--- src/rtl/lane_deser_pkg.sv ---
package lane_deser_pkg;

  // Phase slot (0 = marker cycle) in which the last bit of a word is sampled
  function automatic int unsigned last_phase(int unsigned word_w, int unsigned ofs);
    return (ofs + word_w - 1) % word_w;
  endfunction

endpackage

--- src/rtl/lane_deser_phase.sv ---
module lane_deser_phase
  import lane_deser_pkg::*;
#(
  parameter int unsigned WORD_W    = 8,
  parameter int unsigned ALIGN_OFS = 2
) (
  input  logic clk_i,
  input  logic rst_ni,
  input  logic word_clk_i,
  output logic cap_o,
  output logic valid_o
);

  localparam int unsigned CW = $clog2(WORD_W + 1);
  localparam logic [CW-1:0] LAST_SLOT = CW'(WORD_W - 1);
  localparam logic [CW-1:0] CAP_SLOT  = CW'(last_phase(WORD_W, ALIGN_OFS));
  localparam logic [CW-1:0] FULL      = CW'(WORD_W);
  localparam logic [CW-1:0] ONE       = CW'(1);

  logic [CW-1:0] ph_q, ph_d;
  logic [CW-1:0] fill_q, fill_d;
  logic          seen_q, seen_d;
  logic          valid_q, valid_d;
  logic          on_slot, resync;

  always_comb begin
    on_slot = (ph_q == LAST_SLOT);
    resync  = word_clk_i && (!seen_q || !on_slot);
    if (word_clk_i || on_slot) ph_d = '0;
    else                       ph_d = ph_q + ONE;
    if (resync)              fill_d = ONE;
    else if (fill_q == FULL) fill_d = FULL;
    else                     fill_d = fill_q + ONE;
    seen_d  = seen_q | word_clk_i;
    cap_o   = seen_d && (ph_d == CAP_SLOT);
    valid_d = cap_o && (fill_d == FULL);
  end

  always_ff @(posedge clk_i or negedge rst_ni) begin
    if (!rst_ni) begin
      ph_q    <= '0;
      fill_q  <= '0;
      seen_q  <= 1'b0;
      valid_q <= 1'b0;
    end else begin
      ph_q    <= ph_d;
      fill_q  <= fill_d;
      seen_q  <= seen_d;
      valid_q <= valid_d;
    end
  end

  assign valid_o = valid_q;

  AST_VALID_PULSE: assert property (@(posedge clk_i) disable iff (!rst_ni)
    valid_o |=> !valid_o);
  AST_ALIGN_ORIGIN: assert property (@(posedge clk_i) disable iff (!rst_ni)
    word_clk_i |=> (ph_q == '0));
  AST_PHASE_RANGE: assert property (@(posedge clk_i) disable iff (!rst_ni)
    ph_q <= LAST_SLOT);
  AST_FLYWHEEL: assert property (@(posedge clk_i) disable iff (!rst_ni)
    (seen_q && on_slot && !word_clk_i) |=> (ph_q == '0));
  AST_NO_VALID_UNALIGNED: assert property (@(posedge clk_i) disable iff (!rst_ni)
    valid_o |-> seen_q);
  AST_RESYNC_DROP: assert property (@(posedge clk_i) disable iff (!rst_ni)
    (word_clk_i && seen_q && !on_slot) |=> !valid_o);

endmodule

--- src/rtl/lane_deser_lane.sv ---
module lane_deser_lane #(
  parameter int unsigned WORD_W = 8
) (
  input  logic              clk_i,
  input  logic              rst_ni,
  input  logic              ser_i,
  input  logic              cap_i,
  output logic [WORD_W-1:0] word_o
);

  logic [WORD_W-2:0] sh_q;
  logic [WORD_W-1:0] word_q;

  always_ff @(posedge clk_i or negedge rst_ni) begin
    if (!rst_ni) begin
      sh_q   <= '0;
      word_q <= '0;
    end else begin
      sh_q <= {sh_q[WORD_W-3:0], ser_i};
      if (cap_i) word_q <= {sh_q, ser_i};
    end
  end

  assign word_o = word_q;

  AST_HOLD_BETWEEN: assert property (@(posedge clk_i) disable iff (!rst_ni)
    !cap_i |=> $stable(word_q));
  AST_LAST_BIT_LSB: assert property (@(posedge clk_i) disable iff (!rst_ni)
    cap_i |=> (word_q[0] == $past(ser_i)));

endmodule

--- src/rtl/lane_deser.sv ---
module lane_deser #(
  parameter int unsigned NUM_LANES = 18,
  parameter int unsigned WORD_W    = 8,
  parameter int unsigned ALIGN_OFS = 2
) (
  input  logic                          clk_i,
  input  logic                          rst_ni,
  input  logic                          word_clk_i,
  input  logic [NUM_LANES-1:0]          ser_i,
  output logic [NUM_LANES*WORD_W-1:0]   par_o,
  output logic                          valid_o
);

  logic cap;

  lane_deser_phase #(
    .WORD_W   (WORD_W),
    .ALIGN_OFS(ALIGN_OFS)
  ) u_phase (
    .clk_i     (clk_i),
    .rst_ni    (rst_ni),
    .word_clk_i(word_clk_i),
    .cap_o     (cap),
    .valid_o   (valid_o)
  );

  // one shared capture strobe keeps every lane on the same word
  for (genvar k = 0; k < NUM_LANES; k++) begin : g_lane
    lane_deser_lane #(
      .WORD_W(WORD_W)
    ) u_lane (
      .clk_i (clk_i),
      .rst_ni(rst_ni),
      .ser_i (ser_i[k]),
      .cap_i (cap),
      .word_o(par_o[k*WORD_W +: WORD_W])
    );
  end

  AST_RESET_QUIET: assert property (@(posedge clk_i) !rst_ni |-> (!valid_o && par_o == '0));

endmodule

--- config.mk ---
export PLATFORM = sky130hd
export DESIGN_NAME = lane_deser
export DESIGN_NICKNAME = d
export VERILOG_FILES = /design/src/rtl/lane_deser_pkg.sv /design/src/rtl/lane_deser_phase.sv /design/src/rtl/lane_deser_lane.sv /design/src/rtl/lane_deser.sv
export SDC_FILE = /design/constraint.sdc
export NUM_CORES = 1
export LEC_CHECK = 0
export BUFFER_PORTS_ARGS = -buffer_cell sky130_fd_sc_hd__buf_2
export CAP_MARGIN = 5
export CORE_UTILIZATION = 30
export CTS_CLUSTER_DIAMETER = 60
export CTS_CLUSTER_SIZE = 40
export DETAILED_ROUTE_END_ITERATION = 10
export PLACE_DENSITY = 0.46
export SLEW_MARGIN = 10
export SYNTH_ARGS = -nofsm -noshare
export SYNTH_HDL_FRONTEND = slang
export SYNTH_SLANG_ARGS = --single-unit
--- constraint.sdc ---
create_clock -name clk_i -period 2.5 [get_ports clk_i]
set_input_delay 0.5 -clock clk_i [delete_from_list [all_inputs] [get_ports clk_i]]
set_output_delay 0.5 -clock clk_i [all_outputs]
set_load 0.02 [all_outputs]
; Word level (Yosys, flattened, before mapping)
; Cells that the tools add are included.
[totals]
reg_bits = 280
latchBits = 0
ram_bits = 0
rom_bits = 0
input_bits = 21
output_inout_bits = 145
word_cells = 57
memories = 0
[op_classes]
n_addsub = 2
multipliers = 0
n_div = 0
order_cmp = 0
n_eq_ne = 4
shift = 0
n_mux = 3
bitwise = 1
n_reduce_logical = 7
[ops]
columns = operator, count
row1 = $mux 4, 3
row2 = $add 4x1->4 const B, 2
row3 = $eq 4x4->1 const B, 2
row4 = $eq 4x1->1 const B, 1
row5 = $eq 4x3->1 const B, 1
row6 = $logic_and 1x1->1, 3
row7 = $logic_not 1->1, 2
row8 = $logic_or 1x1->1, 2
row9 = $or 1x1->1, 1

; Depth between registers and ports, before layout
; Gate-level depths: netlist of the first run.
[depth]
word_depth = 7
mapped_depth = 7
mapped_depth_nobuf = 6

; Cells and area by module
; From an unflattened synthesis of the first run, not the netlist that was laid out.
[unflattened]
cells_unflattened = 475
hier_area_um2 = 9613.0
[modules_own_cells]
columns = mod, instances, cells_per_inst, area_each_um2, seq_area_each_um2
row1 = lane_deser_lane, 18, 24, 506.7, 375.4
row2 = lane_deser_phase, 1, 43, 491.7, 250.2

; Least setup slack after synthesis of the first run
; Ideal clock, no wire load.
[synth_timing]
kind = flip-flop to flip-flop
from = register u_phase.ph_q[0]
to = register g_lane[0].u_lane.word_q[0]
setup_time_ps = 128
arrival_time_ps = 1773
required_time_ps = 2372
setup_slack_ps = 599
stages_incl_launch_ff = 8
n_path_buf = 2
period_less_slack_ps = 1901
path_cell_list = dfrtp_1 -> ha_1 -> and3b_1 -> nor3_2 -> nand3_2 -> buf_4 -> buf_6 -> mux2_1
[synth_between]
elab_chain_cells = 5
word_cells_on_any_way = 6
cone_classes = add/sub (1) / eq/ne (2) / mux (1) / reduce/logical (2)
[synth_lines]
columns = element, line
row1 = from (decl), lane_deser_phase.sv:20  ; logic [CW-1:0] ph_q, ph_d;
row2 = from (signal assigned), lane_deser_phase.sv:46  ; ph_q <= ph_d;
row3 = "parallel branches: the longest is 2 deep, another holds $add 4x1->4", --
row4 = $mux 4 *, lane_deser_phase.sv:29  ; if (word_clk_i || on_slot) ph_d = '0;
row5 = net u_phase.ph_d[0], lane_deser_phase.sv:20
row6 = $eq 4x1->1 *, lane_deser_phase.sv:35  ; cap_o = seen_d && (ph_d == CAP_SLOT);
row7 = $logic_and 1x1->1 *, lane_deser_phase.sv:35
row8 = to (signal assigned), lane_deser_lane.sv:20  ; if (cap_i) word_q <= {sh_q, ser_i};
row9 = to (decl), lane_deser_lane.sv:12  ; logic [WORD_W-1:0] word_q;
; Mark *: on every way through the listed nets, which the timed path passes.
; A chain may end at the register's enable or synchronous reset.

; Worst setup path in the final report of the first run
[layout_timing]
from = register u_phase.ph_q[0]
to = register g_lane[5].u_lane.word_q[2]
[layout_between]
elab_chain_cells = 5
word_cells_on_any_way = 6
cone_classes = add/sub (1) / eq/ne (2) / mux (1) / reduce/logical (2)
[layout_lines]
columns = element, line
row1 = "parallel branches: the longest is 2 deep, another holds $add 4x1->4", --
row2 = $mux 4 *, lane_deser_phase.sv:29
row3 = net u_phase.ph_d[0], lane_deser_phase.sv:20
row4 = $eq 4x1->1 *, lane_deser_phase.sv:35
row5 = $logic_and 1x1->1 *, lane_deser_phase.sv:35
row6 = to (signal assigned), lane_deser_lane.sv:20
row7 = to (decl), lane_deser_lane.sv:12
; Marks and branches as above.

==> key figures, run 1 <==
Place
  – DP Wirelength: 10300 um
  – PortBufs: 165
  – Placed cells: 1014
  – GP Congestion: 0.719

Yosys
  – Sequential fraction of the synthesis area: 0.782
  – Synth cell types: 25
  – Syn Nets: 494
  – Post-Synthesis Cells: 470
  – Synth Register Bits: 280
  – Syn Area/Cell: 19.1 sq um
  – Mapped Area: 0.00896 sq mm
  – Synth warnings: 0

Floorplanning
  – Row count: 62
  – Die area: 0.0306 sq mm
  – Starting Density: 0.309
  – # IOs: 166
  – Core area: 0.0290 sq mm
  – Die Y: 175 um
  – Die width: 175 um

Cells and area
  – Synth-to-layout area growth: 25.1%
  – Sequential cell area: 0.00701 sq mm
  – Finished Layout Cells: 1059
  – Antenna fix cells: 0
  – Layout net count: 681
  – Layout cells sized above 1: 0.455
  – Multi-input gate area: 0.00184 sq mm
  – FILL cells: 2729

Timing
  – Fin crit period: 2.08 ns
  – Skew final: 0.0210 ns
  – Final hold viol count: 0
  – RSZ-0062 raised after global routing: false
  – Final period utilization: 0.832
  – Max-slew headroom: 0.584
  – Worst-Margin Slew: 0.618 ns
  – Setup TNS: 0 ns
  – Max Clock Freq: 481 MHz
  – Final Max Tran Viols: 0
  – Final Setup Violations: 0

Global route
  – Number of global-route vias before repair: 4744
  – Initial antenna violation count: 0
  – GR Util All Layers: 0.104
  – First-pass GRT wire length: 25900 um
  – Pin count of the biggest net entering global routing: 75
  – Total gr overflow: 0

Hold path
  – WHS Path Cells: 1
  – Min-delay worst type: in2reg

Critical path
  – Max incr delay on CP: 0.41 ns
  – CP Capture Type: register
  – Crit path cell chain: ha_1, and3b_1, nor3_2, nand3_4, buf_12, mux2_1
  – WP depth: 6
  – CP arrival: 2.48 ns
  – R2R depth: 6
  – Buf+Inv Stages, Crit Path: 1
  – Max FO, Critical Path: 70
  – CP Launch Type: register
  – Worst path slowest cell: dfrtp_1
  – Required time of the worst setup path: 2.90 ns
  – Kind of critical path: reg2reg
  – Delay-heaviest family, CP: simple AND/OR/NAND/NOR gates

CTS
  – TritonCTS Sinks: 280
  – Clock slew at reported path FFs: 0.09 ns
  – CTS buffer count: 24
  – CTS root buffer: clkbuf_16
  – Later-pin clock latency in the skew report: 0.53 ns
  – H-tree depth: 1
  – CTS tree: done
  – CTS Buffer Depth: 3

Routing
  – Number of remaining DRC errors: 0
  – Post-DR wirelength/cell: 14.6 um
  – First drt pass iteration count: 4
  – DRT antenna net count: 0
  – Via/cell ratio: 4.17
  – DR iter-0 viols: 189
  – Vias: 4417
  – Routed WL: 15400 um

Run status
  – Status: complete, no violations

Power and ir drop
  – Power per Cell Area: 1170 mW/mm^2
  – Leakage power total: 5.17 nW
  – VDD IR-drop max: 526 uV

Run
  – Max cap viols: 0
==> cells in the mapped netlist <==
master	number	area (sq um)
mux2_1	60	676
nand3_1	3	15.0
nor3_2	1	10.0
a211oi_1	1	7.51
ha_1	3	37.5
dfrtp_1	280	7010
nand2_1	2	7.51
nor3b_1	1	7.51
mux2_2	85	957
xor2_1	1	8.76
nand3_2	1	10.0
nor2b_1	1	6.26
mux2i_1	1	10.0
or2_1	1	6.26
buf_4	1	7.51
or2_2	1	6.26
a21o_1	1	7.51
nor4bb_1	1	10.0
and3b_1	2	17.5
buf_6	6	67.6
buf_2	8	40.0
nor2_1	5	18.8
xnor2_1	1	8.76
inv_1	2	7.51
a21boi_0	1	7.51
==> state kept, by name, summed over array words and instances, names as in the netlist <==
signal	count
u_phase.ph_q	4
u_phase.fill_q	4
g_lane.u_lane.sh_q	126
u_phase.seen_q	1
g_lane.u_lane.word_o	144
u_phase.valid_o	1
==> metrics by stage <==
step                hold slack (ns)  setup slack, ns  utilization  total power, mW  instance area (sq um)
global route                 0.0527            0.280        0.387             13.9                  11200
finish                       0.0852            0.420        0.387             13.1                  11200
floorplan                     0.204            0.599            -             7.96                   8960
global placement              0.350            0.416        0.355             9.22                  10300
detailed placement            0.353            0.376        0.355             9.32                  10300
CTS                          0.0578            0.404        0.387             13.4                  11200
==> final timing paths <==
check	start	to	slack, ns
min	ser_i[3]	g_lane[3].u_lane.sh_q[0]$_DFF_PN0_	0.09
max in group asynchronous	rst_ni	g_lane[9].u_lane.word_o[5]$_DFFE_PN0P_	1.21
min reg2reg	g_lane[5].u_lane.sh_q[4]$_DFF_PN0_	g_lane[5].u_lane.sh_q[5]$_DFF_PN0_	0.36
min in group asynchronous	rst_ni	u_phase.valid_o$_DFF_PN0_	0.51
max	u_phase.ph_q[0]$_DFF_PN0_	g_lane[5].u_lane.word_o[2]$_DFFE_PN0P_	0.42
max reg2reg	u_phase.ph_q[0]$_DFF_PN0_	g_lane[5].u_lane.word_o[2]$_DFFE_PN0P_	0.42
==> layer usage <==
metal,GRT usage,share of wire
met1,0.135,0.43
met2,0.163,0.46
met3,0.0394,0.084
met4,0.0275,0.021
met5,0,0
==> area by class of cell <==
type	instances	share of cell area
Inverter	2	0.000669
Clock inverter	19	0.0252
Timing Repair Buffer	176	0.0866
Clock buffer	25	0.0558
Tap cell	384	0.0428
Sequential cell	280	0.625
Multi-Input combinational cell	173	0.164
==> logic make-up (layout without fill, tap and decap cells) <==
| kind of cell | count (synthesis) | after routing | share of synthesized area |
|---|---|---|---|
| flip-flops | 280 | 280 | 0.782 |
| multiplexers | 146 | 146 | 0.183 |
| AND/OR/NAND/NOR | 19 | 19 | 0.0128 |
| buffers and inverters | 17 | 222 | 0.0137 |
| adder cells (fa/ha/maj) | 3 | 3 | 0.00419 |
| AO/OA/AOI/OAI | 3 | 3 | 0.00251 |
| XOR/XNOR | 2 | 2 | 0.00195 |
==> worst reg2reg max path: stages (launching register included) <==
cell,delay (ns)
dfrtp_1,0.41
ha_1,0.25
and3b_1,0.23
nor3_2,0.25
nand3_4,0.15
buf_12,0.24
mux2_1,0.45
==> repair_timing <==
item | in CTS | in global routing
endpoints found under the hold margin | 56 | 0
resized for setup | 0 | 0
hold buffers | 1 | 0
setup buffers | 0 | 0
==> power by group <==
group	internal, mW	switching, mW	total (mW)
Sequential	5.49	0.483	5.98
Combinational	1.24	1.92	3.16
Clock	2.03	1.97	4.00
Total	8.76	4.37	13.1
==> cells in the final DEF (no fill, tap or decap), drive strengths merged <==
cell,synthesis,routed
clkbuf,0,25
buf,15,175
and3b,2,2
ha,3,3
or2,2,2
nor4bb,1,1
xor2,1,1
a21o,1,1
a21boi,1,1
nand2,2,2
inv,2,11
nor2b,1,1
mux2,145,145
dfrtp,280,280
nor3b,1,1
dlygate4sd3,0,1
clkinv,0,10
xnor2,1,1
nor2,5,5
a211oi,1,1
nand3,4,4
nor3,1,1
mux2i,1,1
Power figures use the tool's default switching activity.
==> inputs of run 2 (changes only) <==
--- a/config.mk
+++ b/config.mk
@@ -11,7 +11,7 @@
 export CTS_CLUSTER_DIAMETER = 60
 export CTS_CLUSTER_SIZE = 40
 export DETAILED_ROUTE_END_ITERATION = 10
-export PLACE_DENSITY = 0.46
+export PLACE_DENSITY = 0.48
 export SLEW_MARGIN = 10
 export SYNTH_ARGS = -nofsm -noshare
 export SYNTH_HDL_FRONTEND = slang
==> constraint.sdc (replaced) <==
create_clock -name clk_i -period 1.8 [get_ports clk_i]
set_input_delay 0.36 -clock clk_i [delete_from_list [all_inputs] [get_ports clk_i]]
set_output_delay 0.36 -clock clk_i [all_outputs]
set_load 0.02 [all_outputs]
==> key figures, run 2 (synthesis gave the netlist of run 1 again) <==
Run status
  – Failing checks: negative setup slack
  – Status: finished with violations (was complete, no violations)

Critical path
  – Max incr delay on CP: 0.42 ns (was 0.41 ns)
  – Required time of the worst setup path: 2.20 ns (was 2.90 ns)
  – R2R depth: 7 (was 6)
  – Worst path slowest cell: dfrtp_1 (unchanged)
  – Kind of critical path: reg2reg (unchanged)
  – Worst setup path start: u_phase.ph_q[0]$_DFF_PN0_ (unchanged)
  – R2R Setup Slk: -0.18 ns (was 0.42 ns)
  – Max FO, Critical Path: 8 (was 70)
  – Buf+Inv Stages, Crit Path: 2 (was 1)
  – Crit path cell chain: ha_4, xnor2_2, and3b_2, nand3_4, buf_12, clkbuf_16, mux2_2 (was ha_1, and3b_1, nor3_2, nand3_4, buf_12, mux2_1)
  – Delay-heaviest family, CP: flip-flops (was simple AND/OR/NAND/NOR gates)
  – CP Capture Type: register (unchanged)
  – WP depth: 7 (was 6)
  – Reg-to-reg endpoint: g_lane[9].u_lane.word_o[6]$_DFFE_PN0P_ (was g_lane[5].u_lane.word_o[2]$_DFFE_PN0P_)
  – CP arrival: 2.38 ns (was 2.48 ns)
  – CP Launch Type: register (unchanged)
  – CP endpoint: g_lane[9].u_lane.word_o[6]$_DFFE_PN0P_ (was g_lane[5].u_lane.word_o[2]$_DFFE_PN0P_)
  – Reg2Reg Launch Point: u_phase.ph_q[0]$_DFF_PN0_ (unchanged)

CTS
  – CTS Buffer Depth: 3 (unchanged)
  – H-tree depth: 1 (unchanged)
  – CTS tree: done (unchanged)
  – Clock slew at reported path FFs: 0.08 ns (was 0.09 ns)
  – TritonCTS Sinks: 280 (unchanged)
  – CTS root buffer: clkbuf_16 (unchanged)
  – CTS buffer count: 24 (unchanged)
  – Later-pin clock latency in the skew report: 0.53 ns (about the same)

Run
  – Max cap viols: 0 (unchanged)

Cells and area
  – Layout cells sized above 1: 0.518 (was 0.455)
  – Layout net count: 727 (was 681)
  – Synth-to-layout area growth: 36.1% (was 25.1%)
  – Max reg flops: 144 (unchanged)
  – FILL cells: 2686 (was 2729)
  – Final core occ: 0.420 (was 0.387)
  – Finished Layout Cells: 1104 (was 1059)
  – Commonest cells after routing, fill and taps aside: 280 x dfrtp_1, 164 x buf_2, 66 x mux2_4 (was 280 x dfrtp_1, 164 x buf_2, 85 x mux2_2)
  – Antenna fix cells: 0 (unchanged)
  – Final Cell Area: 0.0122 sq mm (was 0.0112 sq mm)
  – Commonest non-fill, non-tap cell in the layout: dfrtp_1 (unchanged)

Timing
  – Max Clock Freq: 506 MHz (was 481 MHz)
  – Final Setup Violations: 144 (was 0)
  – Fin crit period: 1.98 ns (was 2.08 ns)
  – Final Max Tran Viols: 0 (unchanged)
  – Final hold viol count: 0 (unchanged)
  – RSZ-0062 raised after global routing: true (was false)
  – Final period utilization: 1.10 (was 0.832)
  – Max-slew headroom: 0.694 (was 0.584)
  – Setup WS post-layout: -0.175 ns (was 0.420 ns)
  – Worst-Margin Slew: 0.459 ns (was 0.618 ns)
  – Skew final: 0.0177 ns (was 0.0210 ns)

Floorplanning
  – Die Y: 175 um (unchanged)
  – # IOs: 166 (unchanged)
  – Starting Density: 0.309 (unchanged)
  – Die width: 175 um (unchanged)
  – Core area: 0.0290 sq mm (unchanged)
  – Die area: 0.0306 sq mm (unchanged)
  – Row count: 62 (unchanged)

Global route
  – First-pass GRT wire length: 29600 um (was 25900 um)
  – Initial antenna violation count: 0 (unchanged)
  – Number of global-route vias before repair: 5247 (was 4744)
  – Total gr overflow: 0 (unchanged)
  – GR Util All Layers: 0.121 (was 0.104)
  – Pin count of the biggest net entering global routing: 53 (was 75)

Routing
  – DRT antenna net count: 0 (unchanged)
  – Routed WL: 18500 um (was 15400 um)
  – Post-DR wirelength/cell: 16.7 um (was 14.6 um)
  – Via/cell ratio: 4.28 (was 4.17)
  – First drt pass iteration count: 3 (was 4)
  – DR iter-0 viols: 176 (was 189)
  – Number of remaining DRC errors: 0 (unchanged)
  – Vias: 4723 (was 4417)

Power and ir drop
  – VDD IR-drop max: 836 uV (was 526 uV)
  – Leakage power total: 5.83 nW (was 5.17 nW)
  – Power per Cell Area: 1550 mW/mm^2 (was 1170 mW/mm^2)

Place
  – PortBufs: 165 (unchanged)
  – Post-DP Area: 0.0104 sq mm (was 0.0103 sq mm)
  – DP Wirelength: 10600 um (was 10300 um)
  – Placed cells: 1020 (was 1014)
  – GP Congestion: 0.689 (was 0.719)

Hold path
  – Min-delay worst type: in2reg (unchanged)
==> run 2: changes by cell type in the layout (fill, tap and decap cells not counted), moves of 3 or more <==
| cell | before | now |
|---|---|---|
| buf_12 | 4 | 8 |
| clkinv_8 | 10 | 0 |
| mux2_2 | 85 | 53 |
| mux2_1 | 60 | 26 |
| clkinvlp_4 | 0 | 3 |
| buf_4 | 6 | 13 |
| clkbuf_16 | 25 | 28 |
| dlygate4sd3_1 | 1 | 19 |
| mux2_4 | 0 | 66 |
| buf_16 | 0 | 14 |
==> run 2: layout make-up <==
| type | instances | area (sq um) | area share |
|---|---|---|---|
| repair buffers | 222 | 1740 | 0.143 |
| flip-flops and latches | 280 | 7010 | 0.574 |
| clock buffers | 26 | 629 | 0.0516 |
| clock inverters | 17 | 196 | 0.0161 |
| well taps | 384 | 480 | 0.0394 |
| multi-input cells | 173 | 2130 | 0.175 |
| inverters | 2 | 7.51 | 0.000615 |
==> run 2: metal layers <==
metal / vias up / routed length, um / part of all wire / track usage
met5: - / 0 / 0 / 0
met4: 0 / 471 / 0.026 / 0.0341
met3: 28 / 1040 / 0.056 / 0.0307
met2: 122 / 9110 / 0.49 / 0.204
met1: 2494 / 7850 / 0.42 / 0.154
li1: 2079 / - / - / -
==> run 2: where the power goes <==
part,switching [mW],leakage (nW),internal (mW)
Combinational,2.83,2.15,2.40
Clock,2.57,0.396,2.72
Sequential,0.754,3.29,7.63
==> run 2: through the flow <==
step | power (mW) | hold slack, ns | setup slack, ns | TNS (ns)
floorplan | 11.1 | 0.0644 | -0.0845 | -5.07
global placement | 12.8 | 0.314 | -0.175 | -21.12
detailed placement | 13.0 | 0.322 | -0.251 | -28.13
CTS | 19.0 | 0.0586 | -0.145 | -16.40
global route | 19.8 | 0.0948 | -0.236 | -27.64
finish | 18.9 | 0.0921 | -0.175 | -17.81
==> run 2: what timing repair did <==
action                                  in CTS  in global routing
endpoints found under the hold margin       61                  0
pin swaps                                    5                  2
gates cloned                                11                  3
buffers inserted                             7                  1
hold buffers                                19                  0
gates resized for setup                     69                 24
endpoints found under the setup margin     145                145
==> run 2: worst min-delay path by stage <==
stage / slack (ns) / startpoint / end / cells after the start
detailed placement: 0.32 / rst_ni / g_lane[16].u_lane.word_o[7]$_DFFE_PN0P_ / 1
global placement: 0.31 / rst_ni / g_lane[16].u_lane.word_o[7]$_DFFE_PN0P_ / 1
global route: 0.09 / word_clk_i / u_phase.seen_q$_DFF_PN0_ / 2
finish: 0.09 / word_clk_i / u_phase.seen_q$_DFF_PN0_ / 2
floorplan: 0.06 / rst_ni / g_lane[0].u_lane.sh_q[0]$_DFF_PN0_ / 0
CTS: 0.06 / word_clk_i / u_phase.seen_q$_DFF_PN0_ / 2
==> inputs of run 3 (changes only) <==
--- a/config.mk
+++ b/config.mk
@@ -7,11 +7,11 @@
 export LEC_CHECK = 0
 export BUFFER_PORTS_ARGS = -buffer_cell sky130_fd_sc_hd__buf_2
 export CAP_MARGIN = 5
-export CORE_UTILIZATION = 30
+export CORE_UTILIZATION = 40
 export CTS_CLUSTER_DIAMETER = 60
 export CTS_CLUSTER_SIZE = 40
 export DETAILED_ROUTE_END_ITERATION = 10
-export PLACE_DENSITY = 0.48
+export PLACE_DENSITY = 0.61
 export SLEW_MARGIN = 10
 export SYNTH_ARGS = -nofsm -noshare
 export SYNTH_HDL_FRONTEND = slang
==> key figures, run 3 (synthesis gave the netlist of run 1 again) <==
Critical path
  – Reg2Reg Launch Point: u_phase.ph_q[0]$_DFF_PN0_ (unchanged)
  – Reg-to-reg endpoint: g_lane[13].u_lane.word_o[0]$_DFFE_PN0P_ (was g_lane[9].u_lane.word_o[6]$_DFFE_PN0P_)
  – CP arrival: 2.44 ns (was 2.38 ns)
  – R2R Setup Slk: -0.24 ns (was -0.18 ns)
  – Worst path slowest cell: dfrtp_1 (unchanged)
  – CP Capture Type: register (unchanged)
  – Crit path cell chain: ha_4, and3b_2, nor3_4, nand3_4, buf_12, buf_6, clkbuf_16, mux2_2 (was ha_4, xnor2_2, and3b_2, nand3_4, buf_12, clkbuf_16, mux2_2)
  – Max incr delay on CP: 0.43 ns (was 0.42 ns)
  – R2R depth: 8 (was 7)
  – Required time of the worst setup path: 2.21 ns (was 2.20 ns)
  – Buf+Inv Stages, Crit Path: 3 (was 2)
  – Kind of critical path: reg2reg (unchanged)
  – Delay-heaviest family, CP: simple AND/OR/NAND/NOR gates (was flip-flops)
  – CP Launch Type: register (unchanged)
  – Max FO, Critical Path: 12 (was 8)

Cells and area
  – Commonest non-fill, non-tap cell in the layout: dfrtp_1 (unchanged)
  – Layout cells sized above 1: 0.509 (was 0.518)
  – Commonest cells after routing, fill and taps aside: 280 x dfrtp_1, 164 x buf_2, 85 x mux2_2 (was 280 x dfrtp_1, 164 x buf_2, 66 x mux2_4)
  – Max reg flops: 144 (unchanged)
  – FILL cells: 1781 (was 2686)
  – Layout net count: 716 (was 727)
  – Antenna fix cells: 0 (unchanged)
  – Synth-to-layout area growth: 29.5% (was 36.1%)

Power and ir drop
  – Sw Share: 0.325 (was 0.326)
  – Final Power: 18.3 mW (was 18.9 mW)
  – Combinational fraction of design power: 0.264 (was 0.277)
  – Clock power frac: 0.282 (was 0.280)
  – Sequential power share: 0.454 (was 0.444)
  – Pint: 12.3 mW (was 12.8 mW)
  – Leakage power total: 5.51 nW (was 5.83 nW)
  – VDD IR-drop max: 938 uV (was 836 uV)
  – Power per Cell Area: 1580 mW/mm^2 (was 1550 mW/mm^2)
  – Sw power: 5.95 mW (was 6.16 mW)

Timing
  – Final Max Tran Viols: 0 (unchanged)
  – Max Clock Freq: 491 MHz (was 506 MHz)
  – Fin crit period: 2.04 ns (was 1.98 ns)
  – Final period utilization: 1.13 (was 1.10)
  – Final hold viol count: 0 (unchanged)
  – Worst Hold Margin: 0.108 ns (was 0.0921 ns)
  – Skew final: 0.0146 ns (was 0.0177 ns)
  – Max-slew headroom: 0.759 (was 0.694)
  – Setup WS post-layout: -0.237 ns (was -0.175 ns)
  – Worst-Margin Slew: 0.362 ns (was 0.459 ns)
  – RSZ-0062 raised after global routing: true (unchanged)
  – Final Setup Violations: 144 (unchanged)
  – Setup TNS: -26.99 ns (was -17.81 ns)

Routing
  – Vias: 4630 (was 4723)
  – Routed WL: 16400 um (was 18500 um)
  – Post-DR wirelength/cell: 16.6 um (was 16.7 um)
  – Via/cell ratio: 4.69 (was 4.28)
  – First drt pass iteration count: 4 (was 3)
  – DRT antenna net count: 0 (unchanged)
  – Number of remaining DRC errors: 0 (unchanged)
  – DR iter-0 viols: 133 (was 176)

CTS
  – CTS Buffer Depth: 3 (unchanged)
  – CTS root buffer: clkbuf_16 (unchanged)
  – Later-pin clock latency in the skew report: 0.52 ns (was 0.53 ns)
  – CTS buffer count: 21 (was 24)
  – TritonCTS Sinks: 280 (unchanged)
  – CTS tree: done (unchanged)
  – H-tree depth: 1 (unchanged)
  – Clock slew at reported path FFs: 0.08 ns (about the same)

Run status
  – Failing checks: negative setup slack (unchanged)
  – Status: finished with violations (unchanged)

Global route
  – Met2 Resource Use GR: 0.219 (was 0.204)
  – Total gr overflow: 0 (unchanged)
  – M1 GR Usage: 0.173 (was 0.154)
  – GR Util All Layers: 0.135 (was 0.121)
  – Number of global-route vias before repair: 4877 (was 5247)
  – Pin count of the biggest net entering global routing: 65 (was 53)
  – Initial antenna violation count: 0 (unchanged)
  – M3 GR Usage: 0.0452 (was 0.0307)
  – Most Crowded Layer GR: met2 (unchanged)
  – First-pass GRT wire length: 24700 um (was 29600 um)

Place
  – DP Wirelength: 10000 um (was 10600 um)
  – PortBufs: 165 (unchanged)
  – GP Congestion: 0.699 (was 0.689)

Floorplanning
  – Die Y: 152 um (was 175 um)
  – Die area: 0.0230 sq mm (was 0.0306 sq mm)
  – Row count: 54 (was 62)
  – Starting Density: 0.410 (was 0.309)
  – Core area: 0.0219 sq mm (was 0.0290 sq mm)
  – Die width: 152 um (was 175 um)
  – # IOs: 166 (unchanged)

Hold path
  – Min-delay worst type: in2reg (unchanged)
  – Hold Startpoint: word_clk_i (unchanged)
  – Hold Path End: u_phase.seen_q$_DFF_PN0_ (unchanged)
  – WHS Path Cells: 2 (unchanged)

Run
  – Max cap viols: 0 (unchanged)
-- run 3: cell count changes in the layout (fill, tap and decap cells not counted), moves of 2 or more --
cell and change:
mux2_2 +32, clkinvlp_4 -2, clkinv_2 -2, clkinv_8 +5, buf_4 +2, mux2_4 -36
clkbuf_16 -2, bufinv_16 +2, mux2_1 +4, buf_16 -13
-- run 3: power groups by stage --
stage | Combinational [mW] | Sequential [mW] | Clock [mW]
after global placement | 4.43 | 8.35 | 0
after detailed placement | 4.51 | 8.42 | 0
after global routing | 5.18 | 8.51 | 5.55
after floorplan | 1.21 | 9.85 | 0
after CTS | 4.56 | 8.30 | 5.34
final | 4.83 | 8.31 | 5.16
-- run 3: final cells by class --
cell class,instances,area (sq um),area share
inverters,2,7.51,0.000646
flip-flops and latches,280,7010,0.603
clock buffers,21,526,0.0452
repair buffers,214,1460,0.126
clock inverters,17,259,0.0223
multi-input cells,173,2010,0.173
well taps,280,350,0.0302
-- run 3: metrics by stage --
stage | cell area (sq um) | utilization | cells | setup WS, ns
4_1_cts | 11300 | 0.515 | 978 | -0.166
3_5_place_dp | 10300 | 0.470 | 920 | -0.234
5_1_grt | 11600 | 0.531 | 987 | -0.302
2_1_floorplan | 8970 | - | 470 | -0.0845
6_report | 11600 | 0.531 | 987 | -0.237
3_3_place_gp | 10300 | 0.470 | 920 | -0.157
-- run 3: worst max-delay path by stage --
stage,depth (start not counted),slack (ns),endpoint,start
floorplan,7,-0.08,g_lane[0].u_lane.word_o[0]$_DFFE_PN0P_,u_phase.ph_q[0]$_DFF_PN0_
global placement,7,-0.16,g_lane[14].u_lane.word_o[2]$_DFFE_PN0P_,u_phase.ph_q[1]$_DFF_PN0_
detailed placement,7,-0.23,g_lane[9].u_lane.word_o[0]$_DFFE_PN0P_,u_phase.ph_q[1]$_DFF_PN0_
CTS,7,-0.17,g_lane[15].u_lane.word_o[4]$_DFFE_PN0P_,u_phase.ph_q[1]$_DFF_PN0_
global route,9,-0.30,g_lane[15].u_lane.word_o[6]$_DFFE_PN0P_,u_phase.ph_q[0]$_DFF_PN0_
finish,8,-0.24,g_lane[13].u_lane.word_o[0]$_DFFE_PN0P_,u_phase.ph_q[0]$_DFF_PN0_
-- run 3: per-layer routing --
layer	up-vias	wire length, um	share of wire
li1	2069	-	-
met1	2424	6900	0.42
met2	116	8070	0.49
met3	21	1090	0.066
met4	0	315	0.019
met5	-	0	0
-- run 3: repair_timing --
item                                    CTS  global route
hold endpoints to repair                 55             0
gates resized for setup                   3            42
hold buffers                             19             0
setup buffers                             1             4
pin swaps                                 1             5
cloned                                    0             5
endpoints found under the setup margin  145           145
